### src/rtl/capseq_pkg.sv
// Shared types for the capture sequencer.
package capseq_pkg;
    // Sequencer phases: idle, recording before trigger, waiting for trigger
    // without recording, recording after trigger, finished.
    typedef enum logic [2:0] {
        ST_IDLE = 3'd0,
        ST_FILL = 3'd1,
        ST_HOLD = 3'd2,
        ST_POST = 3'd3,
        ST_DONE = 3'd4
    } seq_state_t;
endpackage

### src/rtl/capseq_len_calc.sv
// Computes pretrigger depth and post-trigger length from the segment setting.
// Assumes ADDR_W > SET_W; a segment is 2**(ADDR_W-SET_W) entries.
module capseq_len_calc #(
    parameter int ADDR_W = 17,
    parameter int SET_W  = 4
) (
    input  logic [SET_W-1:0]  sel_i,
    input  logic              dis_i,
    output logic [ADDR_W:0]   pre_len_o,
    output logic [ADDR_W:0]   post_len_o
);
    localparam int CW    = ADDR_W + 1;
    localparam int SEG_W = ADDR_W - SET_W;
    localparam logic [CW-1:0] RING = CW'(1) << ADDR_W;

    logic [CW-1:0] span;

    // Length table: segments in use, with the all-ones setting special-cased.
    always_comb begin
        span = ({{(CW-SET_W){1'b0}}, sel_i} + CW'(1)) << SEG_W;
        if (dis_i) begin
            pre_len_o  = '0;
            post_len_o = span;
        end else if (&sel_i) begin
            pre_len_o  = RING - CW'(1);
            post_len_o = CW'(1);
        end else begin
            pre_len_o  = span;
            post_len_o = RING - span;
        end
    end
endmodule

### src/rtl/capseq_fsm.sv
// Capture phase controller: run/stop/clear handling, trigger gating,
// post-trigger counting and write enable. Assumes cnt_i is the number of
// writes since clear, supplied by the address counter.
module capseq_fsm
    import capseq_pkg::*;
#(
    parameter int ADDR_W = 17,
    parameter int SET_W  = 4
) (
    input  logic              clk,
    input  logic              rst_n,
    input  logic              run_i,
    input  logic              stop_i,
    input  logic              clear_i,
    input  logic              sample_i,
    input  logic              trig_i,
    input  logic [SET_W-1:0]  pre_sel_i,
    input  logic              pre_dis_i,
    input  logic [ADDR_W:0]   cnt_i,
    input  logic [ADDR_W:0]   pre_len_i,
    input  logic [ADDR_W:0]   post_len_i,
    output logic [SET_W-1:0]  cfg_sel_o,
    output logic              cfg_dis_o,
    output logic              we_o,
    output logic              done_o
);
    localparam int CW = ADDR_W + 1;

    seq_state_t     state_q, state_d;
    logic [CW-1:0]  post_q;
    logic           recording;
    logic           capturing;
    logic           trig_ok;
    logic           last_post;

    assign recording = (state_q == ST_FILL) || (state_q == ST_POST);
    assign capturing = recording || (state_q == ST_HOLD);
    assign we_o      = sample_i && recording;
    assign done_o    = (state_q == ST_DONE);
    assign trig_ok   = trig_i && (((state_q == ST_FILL) && (cnt_i >= pre_len_i))
                                  || (state_q == ST_HOLD));
    assign last_post = sample_i && (post_q == post_len_i - CW'(1));

    // Next-phase selection with clear > stop > normal progress.
    always_comb begin
        state_d = state_q;
        if (clear_i) begin
            state_d = ST_IDLE;
        end else if (stop_i && capturing) begin
            state_d = ST_DONE;
        end else begin
            case (state_q)
                ST_IDLE: if (run_i) state_d = pre_dis_i ? ST_HOLD : ST_FILL;
                ST_FILL: if (trig_ok) state_d = ST_POST;
                ST_HOLD: if (trig_ok) state_d = ST_POST;
                ST_POST: if (last_post) state_d = ST_DONE;
                default: state_d = state_q;
            endcase
        end
    end

    // Phase register.
    always_ff @(posedge clk) begin
        if (!rst_n) state_q <= ST_IDLE;
        else        state_q <= state_d;
    end

    // Post-trigger write counter, zeroed when the trigger is taken.
    always_ff @(posedge clk) begin
        if (!rst_n || clear_i)                     post_q <= '0;
        else if (trig_ok && !stop_i)               post_q <= '0;
        else if (state_q == ST_POST && sample_i)   post_q <= post_q + CW'(1);
    end

    // Settings latch, loaded on an accepted run; clear leaves it alone.
    always_ff @(posedge clk) begin
        if (!rst_n) begin
            cfg_sel_o <= '0;
            cfg_dis_o <= 1'b0;
        end else if (!clear_i && run_i && state_q == ST_IDLE) begin
            cfg_sel_o <= pre_sel_i;
            cfg_dis_o <= pre_dis_i;
        end
    end

    // post counter stays below the programmed length while in POST.
    assert_post_bound_R7: assert property (@(posedge clk) disable iff (!rst_n)
        (state_q == ST_POST) |-> (post_q < post_len_i));

    // early trigger does not leave the fill phase.
    assert_trig_gate_R6: assert property (@(posedge clk) disable iff (!rst_n)
        (state_q == ST_FILL && trig_i && !stop_i && !clear_i && cnt_i < pre_len_i)
        |=> (state_q == ST_FILL));

    // done holds until clear.
    assert_done_hold_R8: assert property (@(posedge clk) disable iff (!rst_n)
        (state_q == ST_DONE && !clear_i) |=> (state_q == ST_DONE));
endmodule

### src/rtl/capseq_addr_ctr.sv
// Ring address and saturating sample counter. Advances on a write or on a
// read step; the two never coincide because writes stop once done.
module capseq_addr_ctr #(
    parameter int ADDR_W = 17
) (
    input  logic              clk,
    input  logic              rst_n,
    input  logic              clear_i,
    input  logic              we_i,
    input  logic              rd_adv_i,
    output logic [ADDR_W-1:0] addr_o,
    output logic [ADDR_W:0]   cnt_o,
    output logic              sct_o
);
    localparam int CW = ADDR_W + 1;
    localparam logic [CW-1:0] RING = CW'(1) << ADDR_W;

    logic advance;

    assign advance = we_i || rd_adv_i;
    assign sct_o   = (cnt_o == RING);

    // Address wraps naturally at 2**ADDR_W.
    always_ff @(posedge clk) begin
        if (!rst_n || clear_i) addr_o <= '0;
        else if (advance)      addr_o <= addr_o + ADDR_W'(1);
    end

    // Counter stops at the ring size.
    always_ff @(posedge clk) begin
        if (!rst_n || clear_i)         cnt_o <= '0;
        else if (advance && !sct_o)    cnt_o <= cnt_o + CW'(1);
    end

    // each write moves the address by one.
    assert_addr_step_R2: assert property (@(posedge clk) disable iff (!rst_n)
        (we_i && !clear_i) |=> (addr_o == ADDR_W'($past(addr_o) + ADDR_W'(1))));

    // top flag is sticky until clear.
    assert_sct_sticky_R9: assert property (@(posedge clk) disable iff (!rst_n)
        (sct_o && !clear_i) |=> sct_o);

    // clear empties address and counter.
    assert_clear_zero_R12: assert property (@(posedge clk) disable iff (!rst_n)
        clear_i |=> (addr_o == '0 && cnt_o == '0));
endmodule

### src/rtl/capseq_byte_lane.sv
// Byte lane selector for reading a wide entry through a byte-wide port.
// Assumes LANES >= 2.
module capseq_byte_lane #(
    parameter int LANES  = 4,
    parameter int LANE_W = $clog2(LANES)
) (
    input  logic              clk,
    input  logic              rst_n,
    input  logic              clear_i,
    input  logic              byte_rd_i,
    output logic [LANE_W-1:0] lane_o,
    output logic              last_rd_o
);
    localparam logic [LANE_W-1:0] LAST = LANE_W'(LANES - 1);

    assign last_rd_o = byte_rd_i && (lane_o == LAST);

    // Lane counter, wrapping after the last lane.
    always_ff @(posedge clk) begin
        if (!rst_n || clear_i) lane_o <= '0;
        else if (last_rd_o)    lane_o <= '0;
        else if (byte_rd_i)    lane_o <= lane_o + LANE_W'(1);
    end

    // reading the last lane wraps to lane 0.
    assert_lane_wrap_R11: assert property (@(posedge clk) disable iff (!rst_n)
        (byte_rd_i && lane_o == LAST && !clear_i) |=> (lane_o == '0));
endmodule

### src/rtl/capseq_top.sv
// Capture sequencer top: ties the phase controller, length table, ring
// address counter and byte lane selector together. The memory array and
// the trigger detector are outside this block.
module capseq_top #(
    parameter int ADDR_W = 17,
    parameter int SET_W  = 4,
    parameter int LANES  = 4,
    localparam int LANE_W = $clog2(LANES)
) (
    input  logic              clk,
    input  logic              rst_n,
    input  logic              run_i,
    input  logic              stop_i,
    input  logic              clear_i,
    input  logic              sample_i,
    input  logic              trig_i,
    input  logic [SET_W-1:0]  pre_sel_i,
    input  logic              pre_dis_i,
    input  logic              step_i,
    input  logic              auto_inc_i,
    input  logic              byte_rd_i,
    output logic [ADDR_W-1:0] mem_addr_o,
    output logic              mem_we_o,
    output logic              done_o,
    output logic              sct_o,
    output logic [LANE_W-1:0] byte_lane_o
);
    logic [SET_W-1:0] cfg_sel;
    logic             cfg_dis;
    logic [ADDR_W:0]  pre_len;
    logic [ADDR_W:0]  post_len;
    logic [ADDR_W:0]  cnt;
    logic             last_rd;
    logic             rd_adv;

    // Read stepping is only honoured once capture has finished.
    assign rd_adv = done_o && (step_i || (auto_inc_i && last_rd));

    capseq_len_calc #(.ADDR_W(ADDR_W), .SET_W(SET_W)) len_i (
        .sel_i      (cfg_sel),
        .dis_i      (cfg_dis),
        .pre_len_o  (pre_len),
        .post_len_o (post_len)
    );

    capseq_fsm #(.ADDR_W(ADDR_W), .SET_W(SET_W)) fsm_i (
        .clk        (clk),
        .rst_n      (rst_n),
        .run_i      (run_i),
        .stop_i     (stop_i),
        .clear_i    (clear_i),
        .sample_i   (sample_i),
        .trig_i     (trig_i),
        .pre_sel_i  (pre_sel_i),
        .pre_dis_i  (pre_dis_i),
        .cnt_i      (cnt),
        .pre_len_i  (pre_len),
        .post_len_i (post_len),
        .cfg_sel_o  (cfg_sel),
        .cfg_dis_o  (cfg_dis),
        .we_o       (mem_we_o),
        .done_o     (done_o)
    );

    capseq_addr_ctr #(.ADDR_W(ADDR_W)) addr_i (
        .clk      (clk),
        .rst_n    (rst_n),
        .clear_i  (clear_i),
        .we_i     (mem_we_o),
        .rd_adv_i (rd_adv),
        .addr_o   (mem_addr_o),
        .cnt_o    (cnt),
        .sct_o    (sct_o)
    );

    capseq_byte_lane #(.LANES(LANES), .LANE_W(LANE_W)) lane_i (
        .clk       (clk),
        .rst_n     (rst_n),
        .clear_i   (clear_i),
        .byte_rd_i (byte_rd_i),
        .lane_o    (byte_lane_o),
        .last_rd_o (last_rd)
    );

    // a step outside done leaves the address alone (no write that cycle).
    assert_step_gate_R10: assert property (@(posedge clk) disable iff (!rst_n)
        (!done_o && !mem_we_o && !clear_i) |=> $stable(mem_addr_o));
endmodule

### config.mk
export PLATFORM = sky130hd
export DESIGN_NAME = capseq_top
export DESIGN_NICKNAME = d
export VERILOG_FILES = /design/src/rtl/capseq_pkg.sv /design/src/rtl/capseq_len_calc.sv /design/src/rtl/capseq_fsm.sv /design/src/rtl/capseq_addr_ctr.sv /design/src/rtl/capseq_byte_lane.sv /design/src/rtl/capseq_top.sv
export SDC_FILE = /design/constraint.sdc
export NUM_CORES = 1
export LEC_CHECK = 0
export ABC_AREA = 1
export BUFFER_PORTS_ARGS = -buffer_cell sky130_fd_sc_hd__buf_2
export CAP_MARGIN = 40
export CORE_MARGIN = 4
export CORE_UTILIZATION = 45
export CTS_CLUSTER_SIZE = 16
export DETAILED_ROUTE_END_ITERATION = 12
export PLACE_DENSITY = 0.64
export SLEW_MARGIN = 25
export SYNTH_ARGS = -nofsm -noshare
export SYNTH_HDL_FRONTEND = slang
export SYNTH_SLANG_ARGS = --single-unit
### constraint.sdc
create_clock -name clk -period 7.8 [get_ports clk]
set_clock_uncertainty 0.05 [all_clocks]
set_input_delay 1.17 -clock clk [delete_from_list [all_inputs] [get_ports clk]]
set_output_delay 1.17 -clock clk [all_outputs]
set_load 0.01 [all_outputs]
==> results, run 1 <==
- The run finished with clean final reports.
- Entering global routing, the biggest net connects 24 pins.
- The post-synthesis compound-gate area fraction is 10.4%.
- Row generation in the floorplan step produced 34 rows.
- The number of H-tree levels is 3.
- After clock tree synthesis, the clock-pin slew on the worst setup and hold paths is 70 ps.
- After filler insertion, the fill cell instance count of the layout stands at a little over 900.
- The class of the worst hold path is register to register.
- The clock passes through at most 2 buffers.
- The initial antenna violation count is 0.
- The synthesized net count is 671.
- The post-synthesis mux area share is 0.239%.
- After Yosys synthesis, full adders, half adders and majority gates account for 7.47% of the synthesized area.
- The total clock buffers created by CTS is 9.
- The number of global-route vias before repair came to 3601.
- In this run the tightest slew margin relative to its limit is 63.2%.
- In this run, post-CTS hold repair placed 0 buffers.
- The mapped netlist covers 4190 um^2.
- Clock tree synthesis selected as its root buffer the cell sky130_fd_sc_hd__clkbuf_8.
- Max-cap violations in this run came to 0.
- The fraction of the cycle the final worst path needs is 40.9%.
- The violation count after the first detailed-routing iteration is roughly 180.
- The area growth from synthesis to layout is 11.3%.
- The placed instances occupy a cell area of 4470 um^2.
- At the pin with the least slew margin, the transition time is 551 ps.
- Synthesis produced 631 cells.
- By area the synthesized netlist is led by sky130_fd_sc_hd__dfxtp_1 30%, sky130_fd_sc_hd__nand2_1 15%, sky130_fd_sc_hd__inv_1 7.5%, sky130_fd_sc_hd__ha_1 7.5%, sky130_fd_sc_hd__nor2_1 6.4%.
- The net count of the finished layout is 712.
- The sum of negative setup slack is 0 ps.
- The routability congestion estimate from global placement is 0.915.
- The remaining global-route overflow is 0.
- The antenna cell count is 0.
- After synthesis, the largest family of logic cells by area is simple AND/OR/NAND/NOR gates.
- The number of enable flip-flop cells after synthesis is 0.
- In the synthesized netlist the dominant register cell turns out to be sky130_fd_sc_hd__dfxtp_1.
- The xor/xnor cell area share of the yosys netlist is 4.81%.
- The first-pass GRT wire length is 16100 um.
- The synthesized design spends more area on one cell type than any other, namely sky130_fd_sc_hd__dfxtp_1.
- STA classifies the critical path startpoint as a register.
- The critical path is of the register to register type.
- The total iterations of the first detailed-routing run is 5.
- After synthesis, the mean cell area works out to roughly 6.6 um^2.
- The quantity of gates resized following cts is 0.
- The arrival time of the worst setup path is 3340 ps.
- The fraction of registers with async set/reset is 0%.
- The number of library cell types mapped by synthesis is 40.
- The proportion of layout cells with a drive suffix above 1 is 13.3%.
- The leakage component of the power is 2.03 nW.
- In the routed layout, each cell is associated on average with a via count of 5.09.
- Across every metal layer, demand over resource in global routing totals 17.5%.
- The number of pins with negative max-slew slack in the final report is 0.
- The I/O pin count is 37.
- The overall die height is 104 um.
- For this run, the register share of the synthesized area comes to 30.1%.
- TritonCTS built the clock tree.
- The initial utilization of the core area, before any placement, comes to 47.1%.
- Summing the areas of all and, or, nand and nor instances in the mapped netlist gives 38.0% of the synthesized area.
- The number of synthesized register bits is 63.
- The floorplan step defined a die boundary enclosing roughly 11000 um^2.
- In this run the power density over the cells is 150 nW/um^2.
- Yosys printed 0 warnings.
- The final count of negative-setup-slack endpoints is 0.
- The routed length per instance is 12.0 um.
- During placement, the flow inserted port buffers numbering 36.
- At the later pin of the worst-skew pair, clock insertion delay measures 340 ps.
- The CTS sink count is 63.
- The detail route stage leaves a number of antenna-violating nets equal to 0.
- The number of buffers added for setup after CTS is 0.
- IR analysis of the VDD net gives a maximum drop of 0.0968 mV.
- The width of the die is 104 um.
- The number of hold-slack violations in the final timing report came to 0.
- The maximum operating frequency is 314 MHz.
- The worst path in the final design needs a cycle of 3190 ps, including I/O delays and setup.
- The routed layout has 3988 vias.
- The final instance area is 4660 um^2.
- Setup repair after global routing left no endpoint under its margin.
- Summed over all layers, the routed wires come to approximately 9400 um.
- The total power is 0.698 mW.
- The residual DRC count is 0.
- The floorplan step defined a core boundary enclosing 8890 um^2.
- In this run the worst path has a maximum fanout of 19.
- The synthesized design devotes to its leading area cell type 30.1% of total area.
- The post-detailed-placement half-perimeter wirelength is 7200 um.
- The worst setup path is captured at a register.
- The endpoint required time on the critical path is 7950 ps.
-- critical path, stage by stage, from the launching register on --
cell and delay [ps]:
sky130_fd_sc_hd__dfxtp_1 490, sky130_fd_sc_hd__ha_1 320, sky130_fd_sc_hd__nand4_2 480, sky130_fd_sc_hd__ha_1 520
sky130_fd_sc_hd__nand2_1 100, sky130_fd_sc_hd__nor2_1 140, sky130_fd_sc_hd__nand2_1 70, sky130_fd_sc_hd__nor2_1 100
sky130_fd_sc_hd__nand2_1 60, sky130_fd_sc_hd__nand4_1 90, sky130_fd_sc_hd__o21bai_1 110, sky130_fd_sc_hd__o21ai_4 430
sky130_fd_sc_hd__nor2_1 100
-- cell usage after synthesis, types with 6 or more instances --
cell	n
sky130_fd_sc_hd__nand2_1	162
sky130_fd_sc_hd__inv_1	84
sky130_fd_sc_hd__nor2_1	71
sky130_fd_sc_hd__dfxtp_1	63
sky130_fd_sc_hd__a21oi_1	47
sky130_fd_sc_hd__nand3_1	33
sky130_fd_sc_hd__ha_1	25
sky130_fd_sc_hd__o21ai_0	22
sky130_fd_sc_hd__nor3_1	19
sky130_fd_sc_hd__xor2_1	18
sky130_fd_sc_hd__nand4_1	16
sky130_fd_sc_hd__nor2_2	7
sky130_fd_sc_hd__nand2_2	6
-- per-stage QoR --
step	setup slack [ps]	hold slack, ps	util [%]	instances
6_report	4610	416	52.4	784
5_1_grt	4220	429	52.4	784
4_1_cts	4610	424	52.4	784
3_5_place_dp	4640	411	50.3	769
3_3_place_gp	4750	402	50.3	769
2_1_floorplan	5150	418	-	631
-- kinds of logic (layout without fill, tap and decap cells) --
family                   count (synthesis)  after routing
AO/OA/AOI/OAI                           80             80
buffers and inverters                   97            142
flip-flops                              63             63
multiplexers                             1              1
XOR/XNOR                                23             23
AND/OR/NAND/NOR                        342            342
adder cells (fa/ha/maj)                 25             25
-- final cells by class --
cell class | count | area (um^2) | area share (%)
sequential | 63 | 1260 | 27.1
inverter | 90 | 338 | 7.25
tap | 108 | 135 | 2.90
clock inverter | 5 | 60.1 | 1.29
timing repair buffer | 37 | 188 | 4.03
clock buffer | 10 | 128 | 2.74
multi-input combinational | 471 | 2550 | 54.7
-- sequential cells by signal (all words and copies together), names as in the netlist --
name,flops
addr_i.addr_o,17
addr_i.cnt_o,18
fsm_i.cfg_dis_o,1
fsm_i.cfg_sel_o,4
fsm_i.post_q,18
fsm_i.state_q,3
lane_i.lane_o,2
-- metal layers --
layer  up-vias  track usage, %  routed length, um
met5         -               0                  0
met4         0            5.79                123
met3         9            3.41                385
met2        71            28.7               4330
met1      1796            22.9               4550
li1       2112               -                  -
-- cell usage in the layout, fill, tap and decap left out, types with 2 or more instances in the layout --
| cell type | n |
|---|---|
| sky130_fd_sc_hd__nand3_2 | 2 |
| sky130_fd_sc_hd__nor4_1 | 4 |
| sky130_fd_sc_hd__or2_2 | 5 |
| sky130_fd_sc_hd__inv_1 | 84 |
| sky130_fd_sc_hd__nand3_4 | 2 |
| sky130_fd_sc_hd__o21ai_0 | 22 |
| sky130_fd_sc_hd__xnor2_1 | 5 |
| sky130_fd_sc_hd__nor2_4 | 5 |
| sky130_fd_sc_hd__ha_1 | 25 |
| sky130_fd_sc_hd__nor3b_1 | 3 |
| sky130_fd_sc_hd__xor2_1 | 18 |
| sky130_fd_sc_hd__o21bai_1 | 4 |
| sky130_fd_sc_hd__nor2_2 | 7 |
| sky130_fd_sc_hd__inv_2 | 5 |
| sky130_fd_sc_hd__clkinv_4 | 2 |
| sky130_fd_sc_hd__nand3_1 | 33 |
| sky130_fd_sc_hd__nand4_1 | 16 |
| sky130_fd_sc_hd__nor3_2 | 2 |
| sky130_fd_sc_hd__buf_2 | 36 |
| sky130_fd_sc_hd__nand2_2 | 6 |
| sky130_fd_sc_hd__a21oi_1 | 47 |
| sky130_fd_sc_hd__clkbuf_8 | 9 |
| sky130_fd_sc_hd__nand2_1 | 162 |
| sky130_fd_sc_hd__dfxtp_1 | 63 |
| sky130_fd_sc_hd__nor3_1 | 19 |
| sky130_fd_sc_hd__nor2_1 | 71 |
-- final timing paths --
| kind | startpoint | to | slack [ps] | cells past startpoint |
|---|---|---|---|---|
| worst max-delay path | fsm_i.cfg_sel_o[0]$_SDFFE_PN0P_ | fsm_i.post_q[14]$_SDFFE_PP0P_ | 4610 | 12 |
| worst min-delay path | addr_i.addr_o[14]$_SDFFE_PP0P_ | addr_i.addr_o[14]$_SDFFE_PP0P_ | 420 | 2 |
| worst max register to register | fsm_i.cfg_sel_o[0]$_SDFFE_PN0P_ | fsm_i.post_q[14]$_SDFFE_PP0P_ | 4610 | 12 |
| worst min register to register | addr_i.addr_o[14]$_SDFFE_PP0P_ | addr_i.addr_o[14]$_SDFFE_PP0P_ | 420 | 2 |
-- report_power, final --
group / leakage [nW] / switching (mW) / internal, mW
Sequential: 0.509 / 0.00740 / 0.326
Clock: 0.0923 / 0.132 / 0.146
Combinational: 1.43 / 0.0569 / 0.0290
Total: 2.03 / 0.196 / 0.502
No activity file was read; power rests on OpenSTA's default activity.
==> run 2: changes to the inputs <==
--- a/config.mk
+++ b/config.mk
@@ -5,14 +5,14 @@
 export SDC_FILE = /design/constraint.sdc
 export NUM_CORES = 1
 export LEC_CHECK = 0
-export ABC_AREA = 1
+export ABC_AREA = 0
 export BUFFER_PORTS_ARGS = -buffer_cell sky130_fd_sc_hd__buf_2
 export CAP_MARGIN = 40
 export CORE_MARGIN = 4
 export CORE_UTILIZATION = 45
 export CTS_CLUSTER_SIZE = 16
 export DETAILED_ROUTE_END_ITERATION = 12
-export PLACE_DENSITY = 0.64
+export PLACE_DENSITY = 0.67
 export SLEW_MARGIN = 25
 export SYNTH_ARGS = -nofsm -noshare
 export SYNTH_HDL_FRONTEND = slang
==> constraint.sdc (replaced) <==
create_clock -name clk -period 2.8 [get_ports clk]
set_clock_uncertainty 0.05 [all_clocks]
set_input_delay 0.42 -clock clk [delete_from_list [all_inputs] [get_ports clk]]
set_output_delay 0.42 -clock clk [all_outputs]
set_load 0.01 [all_outputs]
==> results, run 2 <==
- The run finished with clean final reports.
- The core footprint is 8180 um^2 (-8.0%).
- The headroom to the max-slew limit is 68.1% (+4.9 points).
- The post-synthesis mux area share is 1.87% (+1.6 points).
- After synthesis, the cell types taking the most area are sky130_fd_sc_hd__dfxtp_1 34%, sky130_fd_sc_hd__ha_1 8.3%, sky130_fd_sc_hd__xor2_1 7.2%, sky130_fd_sc_hd__nor2_1 7.1%, sky130_fd_sc_hd__xnor2_1 4.2%.
- The remaining global-route overflow was 0 (unchanged).
- The startpoint type of the worst setup path is a register.
- The clock-pin slew on the worst setup and hold paths is 80 ps (about the same).
- The total clock buffers created by CTS is 9 (unchanged).
- The final count of negative-setup-slack endpoints was 0 (unchanged).
- The fraction of registers with async set/reset came to 0% (unchanged).
- The cell that appears most often on the critical path is sky130_fd_sc_hd__a21o_1.
- The total iterations of the first detailed-routing run is 4 (-1).
- The sum of negative setup slack is 0 ps (unchanged).
- The number of H-tree levels is 3 (unchanged).
- Leaving out fill and tap cells, the most frequent cell in the layout is sky130_fd_sc_hd__nor2_1.
- The insertion delay of the later-clocked pin in the worst-skew pair came to 350 ps (about the same).
- The critical path class is register to register.
- The synthesized net count is 500 (-25%).
- The pin count of the biggest net entering global routing is 33 (+38%).
- The highest fanout seen on the critical path is 13 (-6).
- The number of hold buffers added after CTS is 0 (unchanged).
- The post-synthesis cell count was 460 (-27%).
- The largest incremental delay on the critical path is 400 ps (-120 ps).
- The cell area after placement is 4090 um^2 (-8.6%).
- The via count of the routed design is 3415 (-14%).
- The xor/xnor cell area share of the yosys netlist is 11.4% (+6.6 points).
- The area share of the leading cell type in the synthesized netlist came to 33.6% (+3.5 points).
- The class of the worst hold path is input pin to register.
- The first-pass GRT wire length is 15000 um (-6.8%).
- Among all cell types in the netlist, the one instantiated most often is sky130_fd_sc_hd__nor2_1.
- The post-detailed-placement half-perimeter wirelength is 6200 um (-14%).
- The maximum ir drop on the vdd rail is 0.217 mV (+120%).
- The I/O pin count is 37 (unchanged).
- The post-synthesis share of cell area spent on and, or, nand and nor gates came to 28.9% (-9.1 points).
- The post-synthesis compound-gate area fraction is 12.3% (+2.0 points).
- The leakage component of the power is 1.72 nW (-16%).
- In the final layout, the registers with the most flip-flops are addr_i.cnt_o x18, fsm_i.post_q x18, addr_i.addr_o x17.
- The number of global-route vias before repair is 3340 (-7.2%).
- The count of buffering cells on the critical path with inverters included is 2 (+2).
- The count of max-cap constraint violations was 0 (unchanged).
- The final instance area is 4430 um^2 (-4.9%).
- The endpoint required time on the critical path was 3040 ps (-4910 ps).
- The fraction of the cycle the final worst path needs is 95.9% (+55 points).
- Setup repair after global routing left no endpoint under its margin.
- The clock period minus worst slack was 2690 ps (-500 ps).
- The dominant combinational cell family by area after synthesis is simple AND/OR/NAND/NOR gates.
- The transition at the pin with the smallest max-transition slack is 474 ps (-76.2 ps).
- The cell type with the highest aggregate area in the netlist is sky130_fd_sc_hd__dfxtp_1.
- The routability congestion estimate from global placement was 0.880 (-3.8%).
- The clock tree root buffer cell is sky130_fd_sc_hd__clkbuf_8.
- The maximum buffer depth of the clock tree was 2 (unchanged).
- The residual DRC count came to 0 (unchanged).
- The share of synthesized area occupied by flip-flops and latches is 33.6% (+3.5 points).
- The critical path capture point type is a register.
- The quantity of gates resized following cts came to 0 (unchanged).
- The width of the die was 99.3 um (-4.9%).
- The CTS sink count is 63 (unchanged).
- The number of pins with negative max-slew slack in the final report is 0 (unchanged).
- The number of library cell types mapped by synthesis was 58 (+45%).
- Sorting the synthesized cells by how often they occur yields 71 x sky130_fd_sc_hd__nor2_1, 63 x sky130_fd_sc_hd__dfxtp_1, 33 x sky130_fd_sc_hd__nand2_1.
- The total power came to 1.91 mW (+170%).
- The net count of the finished layout is 543 (-24%).
- The violation count after the first detailed-routing iteration is 166 (-5.7%).
- The area enclosed by the die boundary is 9860 um^2 (-9.6%).
- Grouping stages by cell kind, the critical path spends the most delay in compound AO/OA/AOI/OAI gates.
- The wire length after detailed routing is 8640 um (-7.9%).
- The count of warnings emitted by yosys is 0 (unchanged).
- For this run, the leading register cell type out of synthesis is sky130_fd_sc_hd__dfxtp_1.
- The maximum operating frequency is 372 MHz (+19%).
- Traced cell by cell, the critical path runs through ha_4 > nand3_2 > nor2_4 > inv_4 > ha_1 > a21o_1 > a21o_1 > a21oi_2 > o311ai_2 > o2111ai_2 > nand2b_4 > buf_12 > a21oi_1.
- The antenna cell count is 0 (unchanged).
- The vias per cell came to 5.57 (+9.5%).
- The number of buffers added for setup after CTS is 0 (unchanged).
- The arrival time of the worst setup path is 2930 ps (-410 ps).
- The starting density of the core is 45.9% (-1.2 points).
- The initial antenna violation count is 0 (unchanged).
- In the layout the commonest cells are 70 x sky130_fd_sc_hd__nor2_1, 62 x sky130_fd_sc_hd__dfxtp_1, 36 x sky130_fd_sc_hd__buf_2.
- The routed length per instance came to 14.1 um (+18%).
- The area share of fa/ha/maj cells after synthesis came to 8.34% (+0.86 points).
- The count of antenna-violating nets left after detailed routing is 0 (unchanged).
- TritonCTS built the clock tree.
- The count of input and output buffers was 36 (unchanged).
- The number of synthesized register bits is 63 (unchanged).
- The power per unit of standard cell area is 430 nW/um^2 (+190%).
- The cell area after synthesis was 3750 um^2 (-10%).
- The overall die height is 99.3 um (-4.9%).
- The cell row count was 33 (-2.9%).
- The global-route total usage across every layer is 18.4% (+0.89 points).
- The cell with the largest stage delay on the worst path is sky130_fd_sc_hd__dfxtp_1.
- The synthesized area per cell is 8.16 um^2 (+23%).
- The number of hold-slack violations in the final timing report came to 0 (unchanged).
- The number of enable flip-flop cells after synthesis is 0 (unchanged).
- The area growth from synthesis to layout is 18.0%.
- The proportion of layout cells with a drive suffix above 1 is 17.5% (+4.2 points).
-- run 2: cell count changes after synthesis, moves of 7 or more --
cell                      previous run  this run
sky130_fd_sc_hd__xor2_1             18        31
sky130_fd_sc_hd__inv_1              84        11
sky130_fd_sc_hd__xnor2_1             5        18
sky130_fd_sc_hd__nor2b_1             0        11
sky130_fd_sc_hd__nand3_1            33        23
sky130_fd_sc_hd__a21oi_1            47        21
sky130_fd_sc_hd__nand2_1           162        33
sky130_fd_sc_hd__nor2_2              7         0
sky130_fd_sc_hd__or3_1               0        10
sky130_fd_sc_hd__and3_1              0         9
sky130_fd_sc_hd__o21ai_0            22        15
-- run 2: cell type report --
| cell class | count | area (um^2) |
|---|---|---|
| Fill cell | 776 | 3750 |
| Multi-Input combinational cell | 367 | 2450 |
| Sequential cell | 63 | 1260 |
| Timing Repair Buffer | 51 | 330 |
| Clock buffer | 10 | 138 |
| Tap cell | 105 | 131 |
| Clock inverter | 6 | 67.6 |
| Inverter | 11 | 43.8 |
-- run 2: worst paths after layout --
path                                         from                               to  slack [ps]  depth (start not counted)
setup / recovery  fsm_i.cfg_sel_o[0]$_SDFFE_PN0P_     fsm_i.post_q[1]$_SDFFE_PP0P_         110                         13
hold / removal                       pre_sel_i[3]  fsm_i.cfg_sel_o[3]$_SDFFE_PN0P_         280                          3
setup reg to reg  fsm_i.cfg_sel_o[0]$_SDFFE_PN0P_     fsm_i.post_q[1]$_SDFFE_PP0P_         110                         13
hold reg to reg      fsm_i.post_q[1]$_SDFFE_PP0P_     fsm_i.post_q[1]$_SDFFE_PP0P_         450                          2
-- run 2: tightest hold or removal path, cell delays in order --
cell	delay, ps
sky130_fd_sc_hd__buf_2	70
sky130_fd_sc_hd__mux2i_1	60
sky130_fd_sc_hd__nor2b_1	90
-- run 2: layer usage --
metal  vias up  track usage, %  part of all wire, %
li1       1716               -                    -
met1      1617            22.8                   46
met2        64            30.8                   48
met3        18            3.86                  4.0
met4         0            7.77                  2.1
met5         -               0                    0
-- run 2: cells by family after synthesis --
family                   count (synthesis)
AO/OA/AOI/OAI                           70
buffers and inverters                   30
flip-flops                              63
multiplexers                             7
adder cells (fa/ha/maj)                 25
XOR/XNOR                                49
AND/OR/NAND/NOR                        216
-- run 2: where the power goes --
| group | total (mW) | internal [mW] | leakage [nW] | switching [mW] |
|---|---|---|---|---|
| combinational | 0.173 | 0.0780 | 1.11 | 0.0951 |
| sequential | 0.913 | 0.902 | 0.509 | 0.0117 |
| clock | 0.819 | 0.438 | 0.0989 | 0.381 |
| total | 1.91 | 1.42 | 1.72 | 0.488 |
-- run 2: through the flow --
stage / util, % / hold slack [ps] / worst slack (ps) / instances
4_1_cts: 52.5 / 284 / 18.4 / 611
2_1_floorplan: - / 416 / 14.7 / 460
3_3_place_gp: 50.0 / 432 / 98.8 / 595
6_report: 54.2 / 281 / 114 / 613
3_5_place_dp: 50.0 / 441 / 5.04 / 595
5_1_grt: 54.2 / 327 / 8.14 / 613
